**src/rtl/cmdq_pkg.sv**
```systemverilog
`timescale 1ns/1ps
package cmdq_pkg;

   // mode codes (decoded by the trigger gate and the control register)
   typedef enum logic [3:0] {
      QM_OFF     = 4'd0,
      QM_SW      = 4'd1,
      QM_TRIG_LO = 4'd2,
      QM_TRIG_HI = 4'd3
   } qmode_e;

   typedef enum logic [1:0] {
      QS_IDLE = 2'b00,
      QS_WAIT = 2'b01,
      QS_TRIG = 2'b10
   } qstat_e;

   localparam int WR_W      = 6;
   localparam int RD_W      = 8;
   localparam int MODE_LSB  = 0;
   localparam int ARM_BIT   = 4;
   localparam int FLUSH_BIT = 5;
   localparam int SCAN_BIT  = 6;
   localparam int ERR_BIT   = 7;

   function automatic logic mode_known(input logic [3:0] m);
      return (m <= 4'd3);
   endfunction

   function automatic logic mode_single(input logic [3:0] m);
      return (m != 4'd0) && (m <= 4'd3);
   endfunction

endpackage

```
**src/rtl/cmdq_fifo.sv**
```systemverilog
`timescale 1ns/1ps
module cmdq_fifo #(
   parameter int DEPTH = 4,
   parameter int W     = 16
) (
   input  logic                         clk,
   input  logic                         rst_n,
   input  logic                         push_i,
   input  logic [W-1:0]                 push_data_i,
   input  logic                         pop_i,
   input  logic                         flush_i,
   output logic [W-1:0]                 head_o,
   output logic [$clog2(DEPTH+1)-1:0]   count_o,
   output logic                         empty_o,
   output logic                         drop_o
);
   localparam int PTR_W = (DEPTH > 1) ? $clog2(DEPTH) : 1;
   localparam int CNT_W = $clog2(DEPTH+1);
   localparam logic [CNT_W-1:0] CNT_FULL = CNT_W'(DEPTH);

   initial begin
      assert (DEPTH >= 2) else $error("cmdq_fifo: DEPTH must be at least 2");
      assert (W >= 2)     else $error("cmdq_fifo: W must be at least 2");
   end

   logic [W-1:0]     mem [DEPTH];
   logic [PTR_W-1:0] wr_ptr, rd_ptr, wr_nxt, rd_nxt;
   logic [CNT_W-1:0] count_q;
   logic             full, push_ok, pop_ok;

   assign full    = (count_q == CNT_FULL);
   assign empty_o = (count_q == '0);
   assign push_ok = push_i & ~full & ~flush_i;
   assign pop_ok  = pop_i & ~empty_o & ~flush_i;
   assign drop_o  = push_i & full & ~flush_i;

   // pointer advance: natural wrap for power-of-two depth, compare otherwise
   generate
      if ((DEPTH & (DEPTH - 1)) == 0) begin : g_pow2
         assign wr_nxt = wr_ptr + 1'b1;
         assign rd_nxt = rd_ptr + 1'b1;
      end else begin : g_wrap
         assign wr_nxt = (wr_ptr == PTR_W'(DEPTH-1)) ? '0 : wr_ptr + 1'b1;
         assign rd_nxt = (rd_ptr == PTR_W'(DEPTH-1)) ? '0 : rd_ptr + 1'b1;
      end
   endgenerate

   always_ff @(posedge clk) begin
      for (int e = 0; e < DEPTH; e++) begin
         if (push_ok && wr_ptr == PTR_W'(e)) mem[e] <= push_data_i;
      end
   end

   always_ff @(posedge clk or negedge rst_n) begin
      if (!rst_n) begin
         wr_ptr  <= '0;
         rd_ptr  <= '0;
         count_q <= '0;
      end else if (flush_i) begin
         wr_ptr  <= '0;
         rd_ptr  <= '0;
         count_q <= '0;
      end else begin
         if (push_ok) wr_ptr <= wr_nxt;
         if (pop_ok)  rd_ptr <= rd_nxt;
         case ({push_ok, pop_ok})
            2'b10:   count_q <= count_q + 1'b1;
            2'b01:   count_q <= count_q - 1'b1;
            default: count_q <= count_q;
         endcase
      end
   end

   assign head_o  = mem[rd_ptr];
   assign count_o = count_q;

   p_cnt_bound_r10: assert property (@(posedge clk) disable iff (!rst_n)
      count_q <= CNT_FULL);
   p_full_hold_r10: assert property (@(posedge clk) disable iff (!rst_n)
      (push_i && full && !pop_i && !flush_i) |=> (count_q == CNT_FULL));
   p_flush_clear_r4: assert property (@(posedge clk) disable iff (!rst_n)
      flush_i |=> (count_q == '0));
   p_no_underflow_r11: assert property (@(posedge clk) disable iff (!rst_n)
      pop_i |-> (count_q != '0));

endmodule

```
**src/rtl/cmdq_ctrl.sv**
```systemverilog
`timescale 1ns/1ps
module cmdq_ctrl
   import cmdq_pkg::*;
(
   input  logic            clk,
   input  logic            rst_n,
   input  logic            wr_i,
   input  logic [WR_W-1:0] wdata_i,
   input  logic            xfer_i,
   input  logic            xfer_last_i,
   output logic [3:0]      mode_o,
   output logic            scan_o,
   output logic            err_o,
   output logic            flush_o
);
   logic [3:0] req_mode, mode_q, mode_d;
   logic       scan_q, scan_d, err_q;
   logic       change_ok, arm_req, flush_req, to_off;

   assign req_mode  = wdata_i[MODE_LSB +: 4];
   assign arm_req   = wr_i & wdata_i[ARM_BIT];
   assign flush_req = wr_i & wdata_i[FLUSH_BIT];

   // mode write legality: same code, disable, or any known code from disabled+idle
   always_comb begin
      change_ok = 1'b0;
      if (req_mode == mode_q)
         change_ok = 1'b1;
      else if (req_mode == QM_OFF)
         change_ok = 1'b1;
      else if (mode_q == QM_OFF && !scan_q && mode_known(req_mode))
         change_ok = 1'b1;
   end

   assign mode_d = (wr_i && change_ok) ? req_mode : mode_q;
   assign to_off = wr_i & change_ok & (req_mode == QM_OFF);

   // scan flag: disable and end-of-scan win over arming
   always_comb begin
      scan_d = scan_q;
      if (to_off)
         scan_d = 1'b0;
      else if (xfer_i && xfer_last_i)
         scan_d = 1'b0;
      else if (arm_req && !scan_q && mode_single(mode_d))
         scan_d = 1'b1;
   end

   always_ff @(posedge clk or negedge rst_n) begin
      if (!rst_n) begin
         mode_q <= QM_OFF;
         scan_q <= 1'b0;
         err_q  <= 1'b0;
      end else begin
         mode_q <= mode_d;
         scan_q <= scan_d;
         if (wr_i && !change_ok) err_q <= 1'b1;
      end
   end

   assign flush_o = flush_req & (mode_q == QM_OFF) & ~scan_q;
   assign mode_o  = mode_q;
   assign scan_o  = scan_q;
   assign err_o   = err_q;

   p_mode_code_r1: assert property (@(posedge clk) disable iff (!rst_n)
      mode_known(mode_q));
   p_arm_mode_r2: assert property (@(posedge clk) disable iff (!rst_n)
      $rose(scan_q) |-> mode_single(mode_q));
   p_mode_step_r6: assert property (@(posedge clk) disable iff (!rst_n)
      (mode_q != $past(mode_q)) |-> ($past(mode_q) == QM_OFF || mode_q == QM_OFF));
   p_err_sticky_r6: assert property (@(posedge clk) disable iff (!rst_n)
      err_q |=> err_q);
   p_off_idle_r7: assert property (@(posedge clk) disable iff (!rst_n)
      (mode_q == QM_OFF) |-> !scan_q);

endmodule

```
**src/rtl/cmdq_gate.sv**
```systemverilog
`timescale 1ns/1ps
module cmdq_gate
   import cmdq_pkg::*;
(
   input  logic       clk,
   input  logic       rst_n,
   input  logic [3:0] mode_i,
   input  logic       scan_i,
   input  logic       trig_i,
   input  logic       empty_i,
   output logic [1:0] qstate_o,
   output logic       valid_o
);
   logic lvl_ok;

   always_comb begin
      case (mode_i)
         QM_SW:      lvl_ok = 1'b1;
         QM_TRIG_LO: lvl_ok = ~trig_i;
         QM_TRIG_HI: lvl_ok = trig_i;
         default:    lvl_ok = 1'b0;
      endcase
   end

   always_comb begin
      if (!scan_i)     qstate_o = QS_IDLE;
      else if (lvl_ok) qstate_o = QS_TRIG;
      else             qstate_o = QS_WAIT;
   end

   assign valid_o = (qstate_o == QS_TRIG) & ~empty_i;

   p_lo_level_r8: assert property (@(posedge clk) disable iff (!rst_n)
      (valid_o && mode_i == QM_TRIG_LO) |-> !trig_i);
   p_hi_level_r8: assert property (@(posedge clk) disable iff (!rst_n)
      (valid_o && mode_i == QM_TRIG_HI) |-> trig_i);
   p_valid_armed_r8: assert property (@(posedge clk) disable iff (!rst_n)
      valid_o |-> (scan_i && mode_i != QM_OFF));

endmodule

```
**src/rtl/cmdq_trig_ctrl.sv**
```systemverilog
`timescale 1ns/1ps
module cmdq_trig_ctrl
   import cmdq_pkg::*;
#(
   parameter int DEPTH = 4,
   parameter int CMD_W = 16
) (
   input  logic                        clk,
   input  logic                        rst_n,
   input  logic                        ctl_wr,
   input  logic [5:0]                  ctl_wdata,
   output logic [7:0]                  ctl_rdata,
   input  logic                        push_valid,
   input  logic [CMD_W-1:0]            push_data,
   input  logic                        trig_in,
   output logic                        out_valid,
   input  logic                        out_ready,
   output logic [CMD_W-1:0]            out_data,
   output logic                        scan_active,
   output logic [$clog2(DEPTH+1)-1:0]  entry_cnt,
   output logic [1:0]                  qstate,
   output logic                        mode_err,
   output logic                        push_ovf
);
   localparam int CNT_W = $clog2(DEPTH+1);
   localparam int EOQ_B = CMD_W - 1;

   initial begin
      assert (WR_W == 6) else $error("cmdq_trig_ctrl: write layout mismatch");
      assert (RD_W == 8) else $error("cmdq_trig_ctrl: read layout mismatch");
   end

   logic [3:0]       mode;
   logic             scan, err, flush, xfer, xfer_last, empty, drop, ovf_q;
   logic [CNT_W-1:0] cnt;
   logic [CMD_W-1:0] head;

   assign xfer      = out_valid & out_ready;
   assign xfer_last = head[EOQ_B] | (cnt == CNT_W'(1));

   cmdq_ctrl u_ctrl (
      .clk         (clk),
      .rst_n       (rst_n),
      .wr_i        (ctl_wr),
      .wdata_i     (ctl_wdata),
      .xfer_i      (xfer),
      .xfer_last_i (xfer_last),
      .mode_o      (mode),
      .scan_o      (scan),
      .err_o       (err),
      .flush_o     (flush)
   );

   cmdq_fifo #(.DEPTH(DEPTH), .W(CMD_W)) u_fifo (
      .clk         (clk),
      .rst_n       (rst_n),
      .push_i      (push_valid),
      .push_data_i (push_data),
      .pop_i       (xfer),
      .flush_i     (flush),
      .head_o      (head),
      .count_o     (cnt),
      .empty_o     (empty),
      .drop_o      (drop)
   );

   cmdq_gate u_gate (
      .clk      (clk),
      .rst_n    (rst_n),
      .mode_i   (mode),
      .scan_i   (scan),
      .trig_i   (trig_in),
      .empty_i  (empty),
      .qstate_o (qstate),
      .valid_o  (out_valid)
   );

   always_ff @(posedge clk or negedge rst_n) begin
      if (!rst_n)    ovf_q <= 1'b0;
      else if (drop) ovf_q <= 1'b1;
   end

   always_comb begin
      ctl_rdata                      = '0;
      ctl_rdata[MODE_LSB +: 4]       = mode;
      ctl_rdata[SCAN_BIT]            = scan;
      ctl_rdata[ERR_BIT]             = err;
   end

   assign out_data    = head;
   assign scan_active = scan;
   assign entry_cnt   = cnt;
   assign mode_err    = err;
   assign push_ovf    = ovf_q;

   p_strobes_read0_r3: assert property (@(posedge clk) disable iff (!rst_n)
      (ctl_rdata[ARM_BIT] == 1'b0) && (ctl_rdata[FLUSH_BIT] == 1'b0));
   p_eoq_ends_r9: assert property (@(posedge clk) disable iff (!rst_n)
      (xfer && out_data[EOQ_B]) |=> !scan_active);
   p_last_ends_r9: assert property (@(posedge clk) disable iff (!rst_n)
      (xfer && entry_cnt == CNT_W'(1)) |=> (qstate == QS_IDLE));
   p_ovf_sticky_r10: assert property (@(posedge clk) disable iff (!rst_n)
      push_ovf |=> push_ovf);

endmodule

```
**config.mk**
```make
export PLATFORM = sky130hd
export DESIGN_NAME = cmdq_trig_ctrl
export DESIGN_NICKNAME = d
export VERILOG_FILES = /design/src/rtl/cmdq_pkg.sv /design/src/rtl/cmdq_fifo.sv /design/src/rtl/cmdq_ctrl.sv /design/src/rtl/cmdq_gate.sv /design/src/rtl/cmdq_trig_ctrl.sv
export SDC_FILE = /design/constraint.sdc
export NUM_CORES = 1
export LEC_CHECK = 0
export BUFFER_PORTS_ARGS = -buffer_cell sky130_fd_sc_hd__buf_2
export CAP_MARGIN = 25
export CORE_UTILIZATION = 45
export CTS_CLUSTER_SIZE = 28
export DETAILED_ROUTE_END_ITERATION = 10
export PLACE_DENSITY = 0.69
export SLEW_MARGIN = 10
export SYNTH_ARGS = -nofsm -noshare
export SYNTH_HDL_FRONTEND = slang
export SYNTH_SLANG_ARGS = --single-unit
```
**constraint.sdc**
```tcl
create_clock -name clk -period 6.3 [get_ports clk]
set_input_delay 0.945 -clock clk [delete_from_list [all_inputs] [get_ports clk]]
set_output_delay 0.945 -clock clk [all_outputs]
set_load 0.02 [all_outputs]
```
; ---- Word level (Yosys, flattened, before mapping)
; Memories as Yosys holds them, arrays and structs flattened.
; Cells that the tools add are included.
[op_classes]
eq_ne = 12
n_lt_le_gt_ge = 2
n_addsub = 4
mux = 33
n_reduce_logical = 26
n_bitwise = 20
[op_table]
columns = op, n
row1 = 16-bit 2-to-1 mux, 3
row2 = 16-bit OR reduction, 3
row3 = 2-bit 2-to-1 mux, 9
row4 = 1-bit 2-to-1 mux, 17
row5 = 1-bit bitwise AND, 14
row6 = 1-bit logical AND, 12
row7 = "2-bit == test, second input constant", 4
row8 = "4-bit by 2-bit == test with 1-bit output, second input constant", 2
row9 = "4-bit by 2-bit less-or-equal comparator with 1-bit output, second input constant", 2
row10 = 4-bit logical NOT, 2
row11 = 3-bit one-hot mux with 2 select lines, 1
row12 = 3-bit nonzero test, 2
row13 = 1-bit inverter, 5
row14 = "2-bit by 1-bit adder with 2-bit output, second input constant", 2
row15 = "2-bit by 1-bit == test with 1-bit output, second input constant", 2
row16 = "4-bit by 1-bit == test with 1-bit output, second input constant", 1
row17 = 4-bit == test, 1
row18 = 4-bit 2-to-1 mux, 1
row19 = 2-bit nonzero test, 2
row20 = 4-bit nonzero test, 1
row21 = "3-bit by 1-bit adder with 3-bit output, second input constant", 1
row22 = "3-bit by 1-bit == test with 1-bit output, second input constant", 1
row23 = "3-bit == test, second input constant", 1
row24 = 3-bit logical NOT, 1
row25 = other kinds (6), 7
[word_totals]
n_memories = 1
reg_bits = 14
ram_bits = 64
out_inout_bits = 33
[memory_table]
columns = memory, words, word_bits, read_ports, rd_ports_with_merged_regs, wr, line_no
row1 = u_fifo.mem, 4, 16, 1, 0, 1, cmdq_fifo.sv:26  ; logic [W-1:0] mem [DEPTH];

; ---- Longest topological paths before layout
[logic_depth]
depth_word = 14
ltp_mapped = 8
depth_no_buf = 7

; ---- Modules after synthesis
; From an unflattened synthesis, not the netlist that was laid out.
[unflattened]
hier_cells = 206
hier_area_um2 = 3469.6
[by_module_without_submodules]
columns = mod, area_each_um2, instances, cells_per_inst, seq_area_each_um2
row1 = cmdq_fifo, 2946.6, 1, 154, 2097.0
row2 = cmdq_ctrl, 365.4, 1, 36, 150.1
row3 = cmdq_trig_ctrl, 85.1, 1, 10, 25.0
row4 = cmdq_gate, 72.6, 1, 6, 0.0

; ---- Worst setup path before layout
; No wires, ideal clock.
[synth_path]
path_type = input-to-output
startpoint = input trig_in
endpoint = output out_valid
arrival_ns = 1.961
required_time_ns = 5.355
cell_stages = 4
path_slack_ns = 3.394
cell_sequence = nand2b_1 > xnor2_1 > and3_1 > and2_1
[synth_via]
elab_chain_cells = 6
[synth_rtl]
columns = element, line_no
row1 = from (decl), cmdq_trig_ctrl.sv:15  ; input logic trig_in,
row2 = 1-bit inverter, cmdq_gate.sv:19  ; QM_TRIG_LO: lvl_ok = ~trig_i;
row3 = 1-bit one-hot mux with 3 select lines (*), cmdq_gate.sv:17  ; case (mode_i)
row4 = 2-bit 2-to-1 mux (*), cmdq_gate.sv:27  ; else if (lvl_ok) qstate_o = QS_TRIG;
row5 = 2-bit 2-to-1 mux (*), cmdq_gate.sv:26  ; if (!scan_i) qstate_o = QS_IDLE;
row6 = net qstate[1], cmdq_trig_ctrl.sv:21  ; output logic [1:0] qstate,
row7 = 2-bit == test (*), cmdq_gate.sv:31  ; assign valid_o = (qstate_o == QS_TRIG) & ~empty_i;
row8 = 1-bit bitwise AND (*), cmdq_gate.sv:31
row9 = to (decl), cmdq_trig_ctrl.sv:16  ; output logic out_valid,
; Mark *: on every way through the listed nets, which the timed path passes. The rest lies on a longest branch.

; ---- Final worst setup path
[layout_path]
startpoint = input trig_in
endpoint = output out_valid
[layout_via]
elab_chain_cells = 6
[layout_rtl]
columns = element, line_no
row1 = 1-bit inverter, cmdq_gate.sv:19
row2 = 1-bit one-hot mux with 3 select lines (*), cmdq_gate.sv:17
row3 = 2-bit 2-to-1 mux (*), cmdq_gate.sv:27
row4 = 2-bit 2-to-1 mux (*), cmdq_gate.sv:26
row5 = 2-bit == test (*), cmdq_gate.sv:31
row6 = 1-bit bitwise AND (*), cmdq_gate.sv:31
; Mark *: on every way between the ends. The rest lies on a longest branch, timed or not.

==> metrics.txt <==
clock edge transition at the registers on the reported setup and hold paths about 70 ps; DR vias/cell 5.05; fraction of the mapped netlist area in compound gates 0.0329; buffers from clock root to sink, at most 2; Worst Setup End Kind output port; number of distinct standard cells referenced by the synthesized netlist 40; most used cells in the layout excluding fill and tap cells sky130_fd_sc_hd__edfxtp_1 (64), sky130_fd_sc_hd__buf_2 (58), sky130_fd_sc_hd__mux4_2 (16), sky130_fd_sc_hd__dfrtp_1 (14); TritonCTS Buffers 9; LEAKAGE 1.44 nW; Syn Area/Cell 18.1 um^2; final count of negative-setup-slack endpoints 0; YS warnings 0; Core ar. 6910 um^2; shortest period the worst path allows between 2000 and 3000 ps; Clk Latency, worst-skew pair 340 ps; Critical Path Source Type primary input; leading post-synthesis cells by cell area sky130_fd_sc_hd__edfxtp_1 (59%), sky130_fd_sc_hd__mux4_2 (11%), sky130_fd_sc_hd__dfrtp_1 (11%); total number of placement rows 30; Adder-Cell Fraction of Synth Area 0.0341; area added between synthesis and finish 17.5%; cts-stage hold buffer count 0; Starting Density 0.473; setup slack of the worst register-to-register path 3710 ps; sequential standard cell area around 2300 um^2; xor-xnor portion of the synthesized cell area 0.0268; simple-gate area share of the yosys netlist 0.0578; Synth Instances around 180; Iteration-0 DRC Markers 74; fraction of layout cells with a size suffix above 1 0.396; number of ports placed on the die boundary ~60; post-route setup TNS 0 ps; global-route congestion overflow total 0; internal power component 1.20 mW; mux share of post-synthesis cell area 0.124; worst-case reg-to-reg path depth 4; net switching power around 0.62 mW; Die Footprint 7610 um^2; destination of the worst hold path push_ovf$_DFFE_PN0P_; DRC violations left 0; RSZ-0062 raised after global routing no; worst setup path category primary input to output port; fraction of the yosys area taken by sequential cells 0.695; run status finished, final reports clean; worst hold path startpoint push_ovf$_DFFE_PN0P_; global-route wire length before repair 8.67 mm; maximum clock skew at final layout between 10 and 15 ps; Power per Cell Area 475 nW/um^2; antenna violations before repair 0; most common cell after layout, fill and taps aside sky130_fd_sc_hd__edfxtp_1; Tcrit/Tclk final 0.470; GRT Total Usage 0.158; Design Area, Final 3840 um^2; proportion of power drawn by combinational gates 0.357; Slew HR 0.414; maximum achievable frequency 0.337 GHz; length of the first detailed-routing pass in iterations 4; maximum level of the CTS H-tree 3; diode count 0; Clk Tree Root Cell sky130_fd_sc_hd__clkbuf_8; total count of hold-check failures in the final report 0; worst hold-check path type flop to flop; Top FF cell, synth sky130_fd_sc_hd__edfxtp_1; slew at the pin with the worst max-slew slack between 800 and 900 ps; number of fill cells in the layout 597; fraction of power consumed by sequential logic 0.431; post-cts resize count 0; critical path launch point trig_in; count of port buffers added during placement 58; largest family of logic cells by synthesized area multiplexers; area taken by multi-input logic gates approximately 910 um^2; routability-driven placement congestion ratio 0.778; reg-to-reg startpoint u_fifo.count_o[0]$_DFFE_PN0P_; number of enable-type register cells in the synthesized netlist 64; area of the mapped netlist 3270 um^2; proportion of netlist area held by the largest area contributor 0.588; share of synthesized registers carrying an async set or reset 0.179; clock tree from TritonCTS done; net switching fraction of the power 0.343; number of slew-limit violations in the final report 0; total clock sinks 78; worst-path fanout max 6; WP data required 5350 ps; VDD IR max 0.204 mV; post-detailed-routing wire length 5.47 mm; Setup Buffers After CTS 0; fraction of power consumed by the clock network 0.212; maximum number of pins on one net before global-route repair 18; die span in y 87.2 um; via count 1723; number of nets with antenna violations after detailed routing 0; vias in the first global route between 1500 and 2000; endpoint of the lowest-slack register-to-register path u_fifo.mem[1][13]$_DFFE_PP_; placed cell areas ~3600 um^2; Routed wire per std cell 16.0 um; worst hold path depth 1; sum of internal, switching and leakage power 1.82 mW; MaxCap Viol Count 0; final net count roughly 280; number of storage elements in the synthesis netlist 78; Horiz. Die Dim ~87 um; top cell type by total area after synthesis sky130_fd_sc_hd__edfxtp_1; arrival time at the worst endpoint between 2000 and 2500 ps; half-perimeter wire length after placement 3.63 mm
cells in the mapped netlist (2+ instances only):
library cell / instances
sky130_fd_sc_hd__a21oi_1: 3
sky130_fd_sc_hd__nor3_1: 3
sky130_fd_sc_hd__inv_1: 5
sky130_fd_sc_hd__buf_2: 2
sky130_fd_sc_hd__and3_1: 5
sky130_fd_sc_hd__nor2_1: 8
sky130_fd_sc_hd__nand2_1: 5
sky130_fd_sc_hd__buf_4: 4
sky130_fd_sc_hd__and4_1: 2
sky130_fd_sc_hd__mux4_2: 16
sky130_fd_sc_hd__dfrtp_1: 14
sky130_fd_sc_hd__buf_6: 2
sky130_fd_sc_hd__nand4_1: 2
sky130_fd_sc_hd__xnor2_1: 9
sky130_fd_sc_hd__ha_1: 8
sky130_fd_sc_hd__edfxtp_1: 64
sky130_fd_sc_hd__clkbuf_1: 3
sky130_fd_sc_hd__mux2_2: 4
state kept, by name, summed over array words and instances (netlist names):
signal,count
u_ctrl.mode_o,4
u_ctrl.err_o,1
u_fifo.count_o,3
u_ctrl.scan_o,1
push_ovf,1
u_fifo.wr_ptr,2
u_fifo.mem,64
u_fifo.rd_ptr,2
how the worst max path moves through the flow:
stage                endpoint  cells after the start  slack, ps
global route        out_valid                      6       3210
detailed placement  out_valid                      6       3330
finish              out_valid                      6       3340
floorplan           out_valid                      4       3390
global placement    out_valid                      6       3370
CTS                 out_valid                      6       3320
critical path, stage by stage:
cell and delay (ps):
sky130_fd_sc_hd__buf_2 90, sky130_fd_sc_hd__nand2b_1 140, sky130_fd_sc_hd__xnor2_1 340, sky130_fd_sc_hd__and3_1 230, sky130_fd_sc_hd__and2_1 120, sky130_fd_sc_hd__buf_2 150
through the flow:
step                      setup WS, ps  cells  hold WS [ps]  utilization
after floorplan                   3390    182           562            -
after global routing              3210    341           495        0.556
after global placement            3370    325           450        0.523
after detailed placement          3330    326           454        0.527
final                             3340    341           469        0.556
after CTS                         3320    341           472        0.556
cell type report:
type / instances / area share
sequential: 78 / 0.592
multi-input combinational: 88 / 0.237
timing repair buffer: 59 / 0.0828
clock buffer: 10 / 0.0332
tap: 96 / 0.0313
clock inverter: 5 / 0.0196
inverter: 5 / 0.00489
routing by layer:
layer | wire length (um) | track usage | up-vias | part of all wire
met1 | 2420 | 0.196 | 844 | 0.44
met2 | 2740 | 0.268 | 59 | 0.50
met4 | 31 | 0.0447 | 0 | 0.0057
li1 | - | - | 817 | -
met3 | 286 | 0.0502 | 3 | 0.052
met5 | 0 | 0 | - | 0
power groups by stage:
stage | Combinational (mW) | Sequential (mW) | Clock, mW
2_1_floorplan | 0.477 | 0.782 | 0
3_3_place_gp | 0.613 | 0.812 | 0
3_5_place_dp | 0.660 | 0.798 | 0
4_1_cts | 0.662 | 0.789 | 0.394
5_1_grt | 0.706 | 0.802 | 0.418
6_report | 0.651 | 0.786 | 0.386
logic make-up (layout without fill, tap and decap cells):
kind of cell | count (synthesis) | after routing
buffers and inverters | 16 | 79
AOI/OAI and AO/OA | 14 | 14
muxes | 20 | 20
adders and majority gates | 9 | 9
and+or+nand+nor | 33 | 33
other | 1 | 2
xor gates and xnor gates | 10 | 10
DFF | 78 | 78
(Power assumes the default switching activity.)
